`config.mk`:
```
export PLATFORM = sky130hd
export DESIGN_NAME = psimd_alu
export DESIGN_NICKNAME = d
export VERILOG_FILES = /design/src/rtl/psimd_pkg.sv /design/src/rtl/psimd_lane_map.sv /design/src/rtl/psimd_slice.sv /design/src/rtl/psimd_alu.sv
export SDC_FILE = /design/constraint.sdc
export NUM_CORES = 1
export LEC_CHECK = 0
export BUFFER_PORTS_ARGS = -buffer_cell sky130_fd_sc_hd__buf_2
export CORE_MARGIN = 1.5
export CORE_UTILIZATION = 49
export DETAILED_ROUTE_END_ITERATION = 8
export PLACE_DENSITY_LB_ADDON = 0.12
export SLEW_MARGIN = 20
export SYNTH_ARGS = -nofsm -noshare
export SYNTH_HDL_FRONTEND = slang
export SYNTH_SLANG_ARGS = --single-unit
```
`constraint.sdc`:
```
create_clock -name clk -period 0.8 [get_ports clk]
set_clock_uncertainty 0.15 [all_clocks]
set_input_delay 0.04 -clock clk [delete_from_list [all_inputs] [get_ports clk]]
set_output_delay 0.04 -clock clk [all_outputs]
set_load 0.005 [all_outputs]
```
`src/rtl/psimd_pkg.sv`:
```
package psimd_pkg;
   localparam int unsigned SLICES = 4;
   localparam int unsigned OP_W   = 3;
   localparam int unsigned PM_W   = 2;

   typedef enum logic [OP_W-1:0] {
      OP_ADD = 3'd0,
      OP_SUB = 3'd1,
      OP_AND = 3'd2,
      OP_OR  = 3'd3,
      OP_XOR = 3'd4
   } alu_op_e;

   typedef enum logic [PM_W-1:0] {
      PM_W32 = 2'd0,
      PM_W16 = 2'd1,
      PM_W8  = 2'd2,
      PM_RSV = 2'd3
   } part_e;
endpackage

```
`src/rtl/psimd_lane_map.sv`:
```
// Turns the layout code into per-slice carry cuts and lane-top markers.
module psimd_lane_map
   import psimd_pkg::*;
(
   input  logic [PM_W-1:0]   mode,
   output logic [SLICES-1:0] cut,
   output logic [SLICES-1:0] lane_top
);
   always_comb begin
      int grp;
      case (mode)
         PM_W16:  grp = 2;
         PM_W8:   grp = 1;
         default: grp = SLICES;   // reserved code folds to full width
      endcase
      for (int i = 0; i < SLICES; i++) begin
         cut[i]      = ((i % grp) == 0);
         lane_top[i] = ((i % grp) == (grp - 1));
      end
   end
endmodule

```
`src/rtl/psimd_slice.sv`:
```
// One byte-wide adder slice; inv_b turns it into the A + ~B half of a subtract.
module psimd_slice #(
   parameter int unsigned W = 8
) (
   input  logic [W-1:0] a,
   input  logic [W-1:0] b,
   input  logic         inv_b,
   input  logic         cin,
   output logic [W-1:0] sum,
   output logic         cout
);
   logic [W:0] acc;
   assign acc  = {1'b0, a} + {1'b0, b ^ {W{inv_b}}} + {{W{1'b0}}, cin};
   assign sum  = acc[W-1:0];
   assign cout = acc[W];
endmodule

```
`src/rtl/psimd_alu.sv`:
```
module psimd_alu
   import psimd_pkg::*;
#(
   parameter int unsigned LANE_W  = 8,
   parameter int unsigned REG_OUT = 1,
   localparam int unsigned DATA_W = SLICES * LANE_W
) (
   input  logic              clk,
   input  logic              rst_n,
   input  logic [DATA_W-1:0] op_a,
   input  logic [DATA_W-1:0] op_b,
   input  logic [OP_W-1:0]   op_sel,
   input  logic [PM_W-1:0]   part_mode,
   output logic [DATA_W-1:0] result,
   output logic [SLICES-1:0] lane_flags
);
   generate
      if (LANE_W < 1) begin : g_bad_w
         $error("psimd_alu: LANE_W must be at least 1");
      end
      if (REG_OUT > 1) begin : g_bad_reg
         $error("psimd_alu: REG_OUT must be 0 or 1");
      end
   endgenerate

   logic is_sub, is_arith;
   assign is_sub   = (op_sel == OP_SUB);
   assign is_arith = (op_sel == OP_ADD) || is_sub;

   logic [SLICES-1:0] cut, lane_top, cout, cin;
   logic [DATA_W-1:0] arith_sum;

   psimd_lane_map u_map (
      .mode     (part_mode),
      .cut      (cut),
      .lane_top (lane_top)
   );

   genvar gi;
   generate
      for (gi = 0; gi < SLICES; gi++) begin : g_slice
         if (gi == 0) begin : g_first
            assign cin[gi] = is_sub;
         end else begin : g_rest
            // a cut slice restarts the lane with the subtract carry-in
            assign cin[gi] = cut[gi] ? is_sub : cout[gi-1];
         end
         psimd_slice #(.W(LANE_W)) u_slice (
            .a     (op_a[gi*LANE_W +: LANE_W]),
            .b     (op_b[gi*LANE_W +: LANE_W]),
            .inv_b (is_sub),
            .cin   (cin[gi]),
            .sum   (arith_sum[gi*LANE_W +: LANE_W]),
            .cout  (cout[gi])
         );
      end
   endgenerate

   // Carry out of a lane top is a carry for add; its absence is a borrow for subtract.
   logic [SLICES-1:0] flag_nxt;
   assign flag_nxt = is_arith ? (lane_top & (is_sub ? ~cout : cout)) : '0;

   logic [DATA_W-1:0] res_nxt;
   always_comb begin
      case (op_sel)
         OP_ADD, OP_SUB: res_nxt = arith_sum;
         OP_AND:         res_nxt = op_a & op_b;
         OP_OR:          res_nxt = op_a | op_b;
         OP_XOR:         res_nxt = op_a ^ op_b;
         default:        res_nxt = '0;
      endcase
   end

   generate
      if (REG_OUT != 0) begin : g_reg
         always_ff @(posedge clk or negedge rst_n) begin
            if (!rst_n) begin
               result     <= '0;
               lane_flags <= '0;
            end else begin
               result     <= res_nxt;
               lane_flags <= flag_nxt;
            end
         end
      end else begin : g_comb
         assign result     = res_nxt;
         assign lane_flags = flag_nxt;
      end
   endgenerate
endmodule

```
==> impl_results.md, run 1 <==
- Die height: roughly 98 µm
- Die span in x: just under 100 µm
- Global-route wire length before repair: between 20 and 25 mm
- Status: finished, violations left
- Grt total ovfl: 0
- Setup TNS: -109.46 ns
- Remaining DRCs: 0
- Wire per inst: approximately 16 µm
- Syn avg cell area: 8.83 µm²
- Leakage: 3.66 nW
- Area leader, netlist: ha_1
- Most used cell, CP: fa_2
- Root buffer cell: clkbuf_8
- Layout cells sized above 1: 45.3%
- Hold path start: op_sel[2]
- CP Max Fanout: 6
- Via Count: between 4k and 5k
- Top cells by area, synth: ha_1 27%, dfrtp_1 20%, xnor2_1 6.5%
- Fin crit period: 5.87 ns
- Routed Antenna Nets: 0
- Largest net degree at the start of global routing: 37
- Core area: about 8700 µm²
- Slowest cell delay on critical path: ~0.4 ns
- Number of nets in the layout: 943
- GRT Total Usage: ~29%
- Delay-heaviest family, CP: adder cells
- Syn Inst Count: roughly 500
- Number of enable flip-flop cells after synthesis: 0
- Worst hold margin: -0.0315 ns
- Post-synthesis xor/xnor area fraction: about 9.9%
- Clock buffer depth: 2
- Reg clk slew, reported paths: around 0.08 ns
- H-Tree Level Count: 2
- Vias/cell: 5.43
- CP arrival: 5.88 ns
- Mapped cell area: 4430 µm²
- Buf+Inv Stages, Crit Path: 1
- RSZ-0062 raised after global routing: true
- Worst Hold Depth: 4
- Slowest CP cell: fa_2
- Crit Path Category: primary input to register
- Post-CTS Hold Buffers: 1
- Peak VDD IR: between 0.0007 and 0.0008 V
- Synth async-reset ratio: 100%
- Initial DRC count: 154
- Yosys Warn Count: 0
- CTS tree: built
- Area grow syn2layout: 54.8%
- Slew at the pin with the worst max-slew slack: approximately 0.5 ns
- Seq/Total Area, Yosys: approximately a fifth
- Crit. End Element: register
- WHS Endpoint: result[1]
- Initial antenna violation count: 0
- Die area: between 9000 and 10000 µm²
- Num CTS Buffers: 5
- Synth Area in Simple Gates: 6.55%
- Vias in the first global route: 5027
- DP Wirelength: roughly 9.9 mm
- Starting Density: between 50% and 60%
- Setup WS post-layout: -5.07 ns
- Synth top area share: a little over a quarter
- Highest clock rate: about 0.17 GHz
- Most instantiated cells after synthesis: 95 x ha_1, 70 x inv_1, 36 x dfrtp_1
- Setup Viol. Count Final: between 70 and 80
- Max_cap viols: 0
- Final Wtd Congestion: 0.881
- Req. time, crit path: 0.82 ns
- Most used DFF post-synth: dfrtp_1
- Failing checks: hold timing, setup timing
- Ports: roughly 110
- Hold Vio Cnt, Final: 1
- Flip-flop and latch count after synthesis: 36
- Slew Viols, Final: 0
- First-pass DRT Iterations: 4
- Adder-cell share of the synthesized area: between 20 and 30%
- HP Class: primary input to register
- Largest family of logic cells by synthesized area: adder cells
- Pwr Density: 1200 nW/µm²
- Netlist cell types: 43
- # diodes: 0
- Slew headroom: between 60% and 70%
- CTS sink cnt: 36
- Core Util, Final: between 70% and 80%
- Most frequent cell after synthesis: ha_1
- Final period utilization: 733%
- Worst setup SP type: primary input
- Post-synthesis mux area share: less than 1%
- DRT Wirelength: approximately 14 mm
- Row cnt: 34
- Complex-gate fraction of the synthesized area: around 25%
- Mapped Nets: 675
- Port bufs: roughly 110
-- metal layers --
layer  track usage, %  share of wire [%]
met1             32.4                 40
met5                0                  0
met2             54.7                 53
met4             11.1                2.1
met3             3.94                5.2
-- area by class of cell --
class	instances	area, µm²
multi-input combinational	374	3460
timing repair buffer	283	2000
fill	602	1860
inverter	70	263
tap	108	135
sequential	36	901
clock buffer	6	82.6
clock inverter	2	10.0
-- registers in the layout, summed over array words and instances (netlist names) --
| signal | flops |
|---|---|
| result | 32 |
| lane_flags | 4 |
-- where the power goes --
part           leakage, nW  internal (W)  switching, W
combinational         3.15       0.00246       0.00219
sequential           0.463       0.00205     0.0000633
clock               0.0510      0.000690      0.000756
total                 3.66       0.00520       0.00301
-- logic make-up (layout without fill, tap and decap cells) --
logic type / Yosys count / count (layout)
fa+ha+maj: 102 / 102
xor+xnor: 50 / 50
compound gates: 160 / 160
flops: 36 / 36
mux: 2 / 2
simple gates: 60 / 60
buf+inv: 92 / 361
-- per-stage QoR --
step | hold slack (ns) | setup WS (ns) | std cells | instance area (µm²) | power [W]
after floorplan | -0.406 | -5.39 | 502 | 4570 | 0.00425
after global placement | -0.125 | -5.40 | 843 | 6270 | 0.00592
after detailed placement | -0.119 | -5.57 | 843 | 6270 | 0.00606
after CTS | -0.0338 | -5.05 | 872 | 6720 | 0.00795
after global routing | -0.0232 | -5.39 | 879 | 6860 | 0.00878
final | -0.0315 | -5.07 | 879 | 6860 | 0.00820
-- what timing repair did --
action                     CTS  global route
setup buffers               20             8
pin swaps                   40            20
resized for setup           48            19
setup endpoints to repair   72            72
hold endpoints to repair    37             1
cloned                       1             0
-- tightest hold or removal path, stage by stage --
cell,delay [ns]
buf_8,0.08
buf_6,0.10
buf_12,0.11
o22ai_1,0.06
-- layout by cell type, fill, tap and decap left out, types with 8 or more instances in the layout --
cell type / n
inv_1: 70
a21o_1: 11
o22a_1: 8
dfrtp_1: 36
ha_1: 95
a21oi_2: 15
buf_6: 9
o221ai_1: 13
buf_4: 161
xnor2_1: 31
nand2_1: 17
nor2_1: 15
a22oi_1: 31
o21ai_0: 13
buf_2: 104
xor2_1: 17
o21ai_1: 10
-- worst max path at each step --
| stage | cells after the start | end | from |
|---|---|---|---|
| 6_report | 29 | result[30] | op_sel[1] |
| 5_1_grt | 29 | result[30] | op_sel[1] |
| 4_1_cts | 29 | result[30] | op_sel[1] |
| 3_5_place_dp | 29 | result[30] | op_sel[1] |
| 3_3_place_gp | 29 | result[30] | op_sel[1] |
| 2_1_floorplan | 31 | result[30] | op_sel[2] |
No activity file was read; power rests on OpenSTA's default activity.
==> inputs of run 2 (changes only) <==
--- a/config.mk
+++ b/config.mk
@@ -14,3 +14,4 @@
 export SYNTH_ARGS = -nofsm -noshare
 export SYNTH_HDL_FRONTEND = slang
 export SYNTH_SLANG_ARGS = --single-unit
+export TNS_END_PERCENT = 10
==> impl_results.md, run 2 (synthesized netlist as in run 1, its figures left out) <==
- CP Max Fanout: 6
- Reg clk slew, reported paths: around 0.08 ns
- Grt total ovfl: 0
- Die height: a little under 100 µm
- Critical path startpoint: op_sel[1]
- Starting Density: 50.8%
- Final period utilization: 723%
- Hold Vio Cnt, Final: 0
- DP Wirelength: 10.0 mm
- Vias/cell: around 5.4
- Routed Antenna Nets: 0
- Leakage: between 3 and 4 nW
- RSZ-0062 raised after global routing: true
- Global-route wire length before repair: around 23 mm
- Remaining DRCs: 0
- Clock buffer depth: 2
- Initial antenna violation count: 0
- Commonest non-fill, non-tap cell in the layout: buf_4
- Final Cell Area: about 6600 µm²
- Row cnt: 34
- # diodes: 0
- Core area: approximately 8700 µm²
- Number of nets in the layout: 928
- Hold path start: op_sel[2]
- CP arrival: roughly 5.8 ns
- Via Count: ~4.6k
- Die area: just under 10000 µm²
- Slew Viols, Final: 0
- DRT Wirelength: 13.2 mm
- Layout cells sized above 1: a little over two fifths
- Dpl cell area: between 6000 and 7000 µm²
- Vias in the first global route: roughly 5k
- Setup WS post-layout: -4.98 ns
- CTS tree: built
- Failing checks: setup timing
- Setup Viol. Count Final: 72
- GRT Total Usage: between 20 and 30%
- Area grow syn2layout: 49.7%
- Slowest cell delay on critical path: roughly 0.38 ns
- Largest regs: result (32), lane_flags (4)
- Root buffer cell: clkbuf_8
- Wire per inst: ~15 µm
- Final Wtd Congestion: ~0.9
- Status: finished, violations left
- H-Tree Level Count: 2
- Req. time, crit path: 0.81 ns
- Most frequent cells in the layout: 150 x buf_4, 104 x buf_2, 95 x ha_1
- Worst setup SP type: primary input
- Slew at the pin with the worst max-slew slack: approximately 0.40 ns
- Fin crit period: between 5 and 6 ns
- Max_cap viols: 0
- Ports: between 100 and 150
- Fill count: about 650
- Setup TNS: -106.86 ns
- Crit. End Element: register
- Largest net degree at the start of global routing: 37
- Pwr Density: approximately 1200 nW/µm²
- Port bufs: between 100 and 150
- Die span in x: a little under 100 µm
- CTS sink cnt: 36
- Top reg by flops: result
- Max reg flops: 32
- Initial DRC count: 200
- Slew headroom: between 70% and 80%
- First-pass DRT Iterations: 4
- HP Class: primary input to register
- Highest clock rate: ~0.17 GHz
- Num CTS Buffers: 5
- Peak VDD IR: between 0.0008 and 0.0009 V
- Crit Path Category: primary input to register
- Slowest CP cell: fa_2
- Most used cell, CP: fa_2
==> run 2: cell count changes in the layout (fill, tap and decap cells not counted), moves of 2 or more <==
cell      previous run  this run
a21oi_2             15        10
a21oi_1              7        12
buf_4              161       150
buf_8                1         3
a211oi_4             4         2
buf_6                9         5
==> run 2: worst max-delay path: cells and delay by family <==
kind	cells	cell delay (ns)
AOI/OAI and AO/OA	14	1.97
xor gates and xnor gates	2	0.25
adders and majority gates	7	2.55
buffers and inverters	1	0.10
and+or+nand+nor	5	0.87
==> run 2: area by class of cell <==
class | count | area [µm²] | area share [%]
Multi-Input combinational cell | 374 | 3400 | 51.2
Timing Repair Buffer | 268 | 1860 | 28.0
Sequential cell | 36 | 901 | 13.6
Inverter | 70 | 263 | 3.96
Tap cell | 108 | 135 | 2.04
Clock buffer | 6 | 72.6 | 1.09
Clock inverter | 1 | 5.00 | 0.0754
==> run 2: repair_timing <==
| item | in CTS | in global routing |
|---|---|---|
| setup endpoints to repair | 72 | 72 |
| setup buffers | 7 | 3 |
| pin swaps | 39 | 17 |
| hold buffers | 1 | 0 |
| cloned | 0 | 0 |
| gates resized for setup | 38 | 16 |
| hold endpoints to repair | 36 | 0 |
==> run 2: path summary, 6_finish.rpt <==
kind / endpoint / cells after the start
min in group asynchronous: result[27] / 3
max in group asynchronous: result[17] / 3
max: result[30] / 29
min: result[1] / 4
==> run 2: per-stage QoR <==
step | hold slack [ns] | power (W) | instances | util (%) | worst slack (ns)
floorplan | -0.406 | 0.00421 | 502 | - | -5.39
global placement | -0.124 | 0.00594 | 846 | 72.1 | -5.42
detailed placement | -0.120 | 0.00605 | 846 | 72.1 | -5.60
CTS | 0.0183 | 0.00767 | 861 | 75.3 | -5.04
global route | 0.0291 | 0.00832 | 863 | 76.1 | -5.35
finish | 0.0280 | 0.00775 | 863 | 76.1 | -4.98
==> run 2: metal layers <==
metal  part of all wire [%]  track usage [%]  up-vias
met4                    1.5             9.12        0
met5                      0                0        -
met3                    6.3             4.15       18
met1                     41             34.3     2202
met2                     51             52.9      144
li1                       -                -     2283
==> run 2: where the power goes <==
part | internal (W) | leakage, nW | switching, W | total [W]
sequential | 0.00205 | 0.463 | 0.0000617 | 0.00211
clock | 0.000595 | 0.0410 | 0.000733 | 0.00133
combinational | 0.00226 | 3.05 | 0.00206 | 0.00431
total | 0.00490 | 3.55 | 0.00285 | 0.00775
==> inputs of run 3 (changes only) <==
==> constraint.sdc (replaced) <==
create_clock -name clk -period 0.8 [get_ports clk]
set_clock_uncertainty 0.15 [all_clocks]
set_input_delay 0.12 -clock clk [delete_from_list [all_inputs] [get_ports clk]]
set_output_delay 0.12 -clock clk [all_outputs]
set_load 0.005 [all_outputs]
==> impl_results.md, run 3 (synthesized netlist as in run 1, its figures left out) <==
- Max reg flops: 32
- Routed Antenna Nets: 0
- Final Wtd Congestion: 0.872
- Slew Viols, Final: 0
- Final period utilization: 759%
- CTS sink cnt: 36
- Port bufs: 106
- Most frequent cells in the layout: 159 x buf_4, 104 x buf_2, 95 x ha_1
- H-Tree Level Count: 2
- Layout cells sized above 1: 44.6%
- Initial DRC count: 224
- Clock buffer depth: 2
- Final Cell Area: ~6800 µm²
- Max_cap viols: 0
- Core Util, Final: between 70% and 80%
- Setup TNS: -117.43 ns
- Fill count: 608
- Slew at the pin with the worst max-slew slack: about 0.43 ns
- Reg clk slew, reported paths: 0.09 ns
- Highest clock rate: approximately 0.16 GHz
- CP Max Fanout: 6
- Slowest CP cell: fa_2
- Failing checks: setup timing
- Slew headroom: between 70% and 80%
- Worst setup SP type: primary input
- Top reg by flops: result
- Req. time, crit path: slightly above 0.8 ns
- Crit. End Element: register
- Die span in x: 98.1 µm
- Peak VDD IR: 0.000726 V
- Row cnt: 34
- Dpl cell area: 6260 µm²
- Commonest non-fill, non-tap cell in the layout: buf_4
- HP Class: primary input to register
- Cell Count, Final, Fillers Out: 877
- Vias/cell: ~5.5
- Setup WS post-layout: -5.27 ns
- Fin crit period: ~6.1 ns
- DRT Wirelength: roughly 15 mm
- Vias in the first global route: approximately 5.2k
- Pwr Density: approximately 1200 nW/µm²
- Number of nets in the layout: between 900 and 1k
- Global-route wire length before repair: 24.2 mm
- Wire per inst: roughly 17 µm
- Crit Path Category: primary input to register
- Leakage: 3.62 nW
- RSZ-0062 raised after global routing: true
- First-pass DRT Iterations: 5
- Initial antenna violation count: 0
- Largest net degree at the start of global routing: 37
- Via Count: ~4.8k
- # diodes: 0
- DP Wirelength: 10.1 mm
- Status: finished, violations left
- Largest regs: result (32), lane_flags (4)
- Ports: 107
- Setup Viol. Count Final: approximately 70
- Area grow syn2layout: 53.1%
- CTS tree: built
- Root buffer cell: clkbuf_8
- Grt total ovfl: 0
- Slowest cell delay on critical path: 0.38 ns
- Hold Vio Cnt, Final: 0
- Remaining DRCs: 0
- Starting Density: about half
- Die area: just under 10000 µm²
- Num CTS Buffers: 5
- GRT Total Usage: 31.1%
- CP arrival: just over 6 ns
- Die height: 98.1 µm
- Most used cell, CP: fa_2
- Core area: ~8700 µm²
- Placed insts: between 800 and 900
run 3: cell types whose count changed in the layout (fill, tap and decap cells not counted), sizes merged:
cell,delta
buf,+14
clkinvlp,+1
inv,-1
run 3: per-stage QoR:
| step | setup slack [ns] | hold slack [ns] | total power, W |
|---|---|---|---|
| 2_1_floorplan | -5.47 | -0.326 | 0.00421 |
| 3_3_place_gp | -5.49 | -0.0435 | 0.00593 |
| 3_5_place_dp | -5.61 | -0.0381 | 0.00604 |
| 4_1_cts | -5.11 | 0.114 | 0.00815 |
| 5_1_grt | -5.57 | 0.136 | 0.00867 |
| 6_report | -5.27 | 0.123 | 0.00810 |
run 3: path summary, 6_finish.rpt:
| kind | cells after the start | end | from |
|---|---|---|---|
| worst max-delay path | 29 | result[30] | op_sel[1] |
| min in group asynchronous | 3 | result[27] | rst_n |
| worst min-delay path | 4 | lane_flags[3] | part_mode[0] |
| max in group asynchronous | 3 | result[6] | rst_n |
run 3: cell type report:
class | count | area, µm² | share of cell area (%)
Sequential cell | 36 | 901 | 13.3
Timing Repair Buffer | 282 | 1960 | 28.8
Tap cell | 108 | 135 | 1.99
Inverter | 70 | 267 | 3.93
Clock buffer | 6 | 72.6 | 1.07
Multi-Input combinational cell | 374 | 3450 | 50.8
Clock inverter | 1 | 5.00 | 0.0738
run 3: what timing repair did:
| item | 4_1_cts | 5_1_grt |
|---|---|---|
| hold endpoints to repair | 36 | 0 |
| resized for setup | 49 | 22 |
| setup buffers | 47 | 8 |
| hold buffers | 1 | 0 |
| endpoints found under the setup margin | 72 | 72 |
| pin swaps | 42 | 20 |
| gates cloned | 0 | 0 |
run 3: power breakdown:
| group | leakage [nW] | internal [W] | switching (W) |
|---|---|---|---|
| logic | 3.11 | 0.00243 | 0.00221 |
| registers | 0.463 | 0.00205 | 0.0000654 |
| clock network | 0.0410 | 0.000595 | 0.000744 |
run 3: critical path: cells and delay by family:
family | cells | cell delay, ns
buf+inv | 1 | 0.10
xor+xnor | 2 | 0.25
compound gates | 14 | 2.14
fa+ha+maj | 7 | 2.58
simple gates | 5 | 0.90
run 3: layer usage:
metal	global-route usage [%]	routed length [µm]
met1	36.4	5890
met2	56.3	7560
met3	4.22	797
met4	13.8	365
met5	0	0
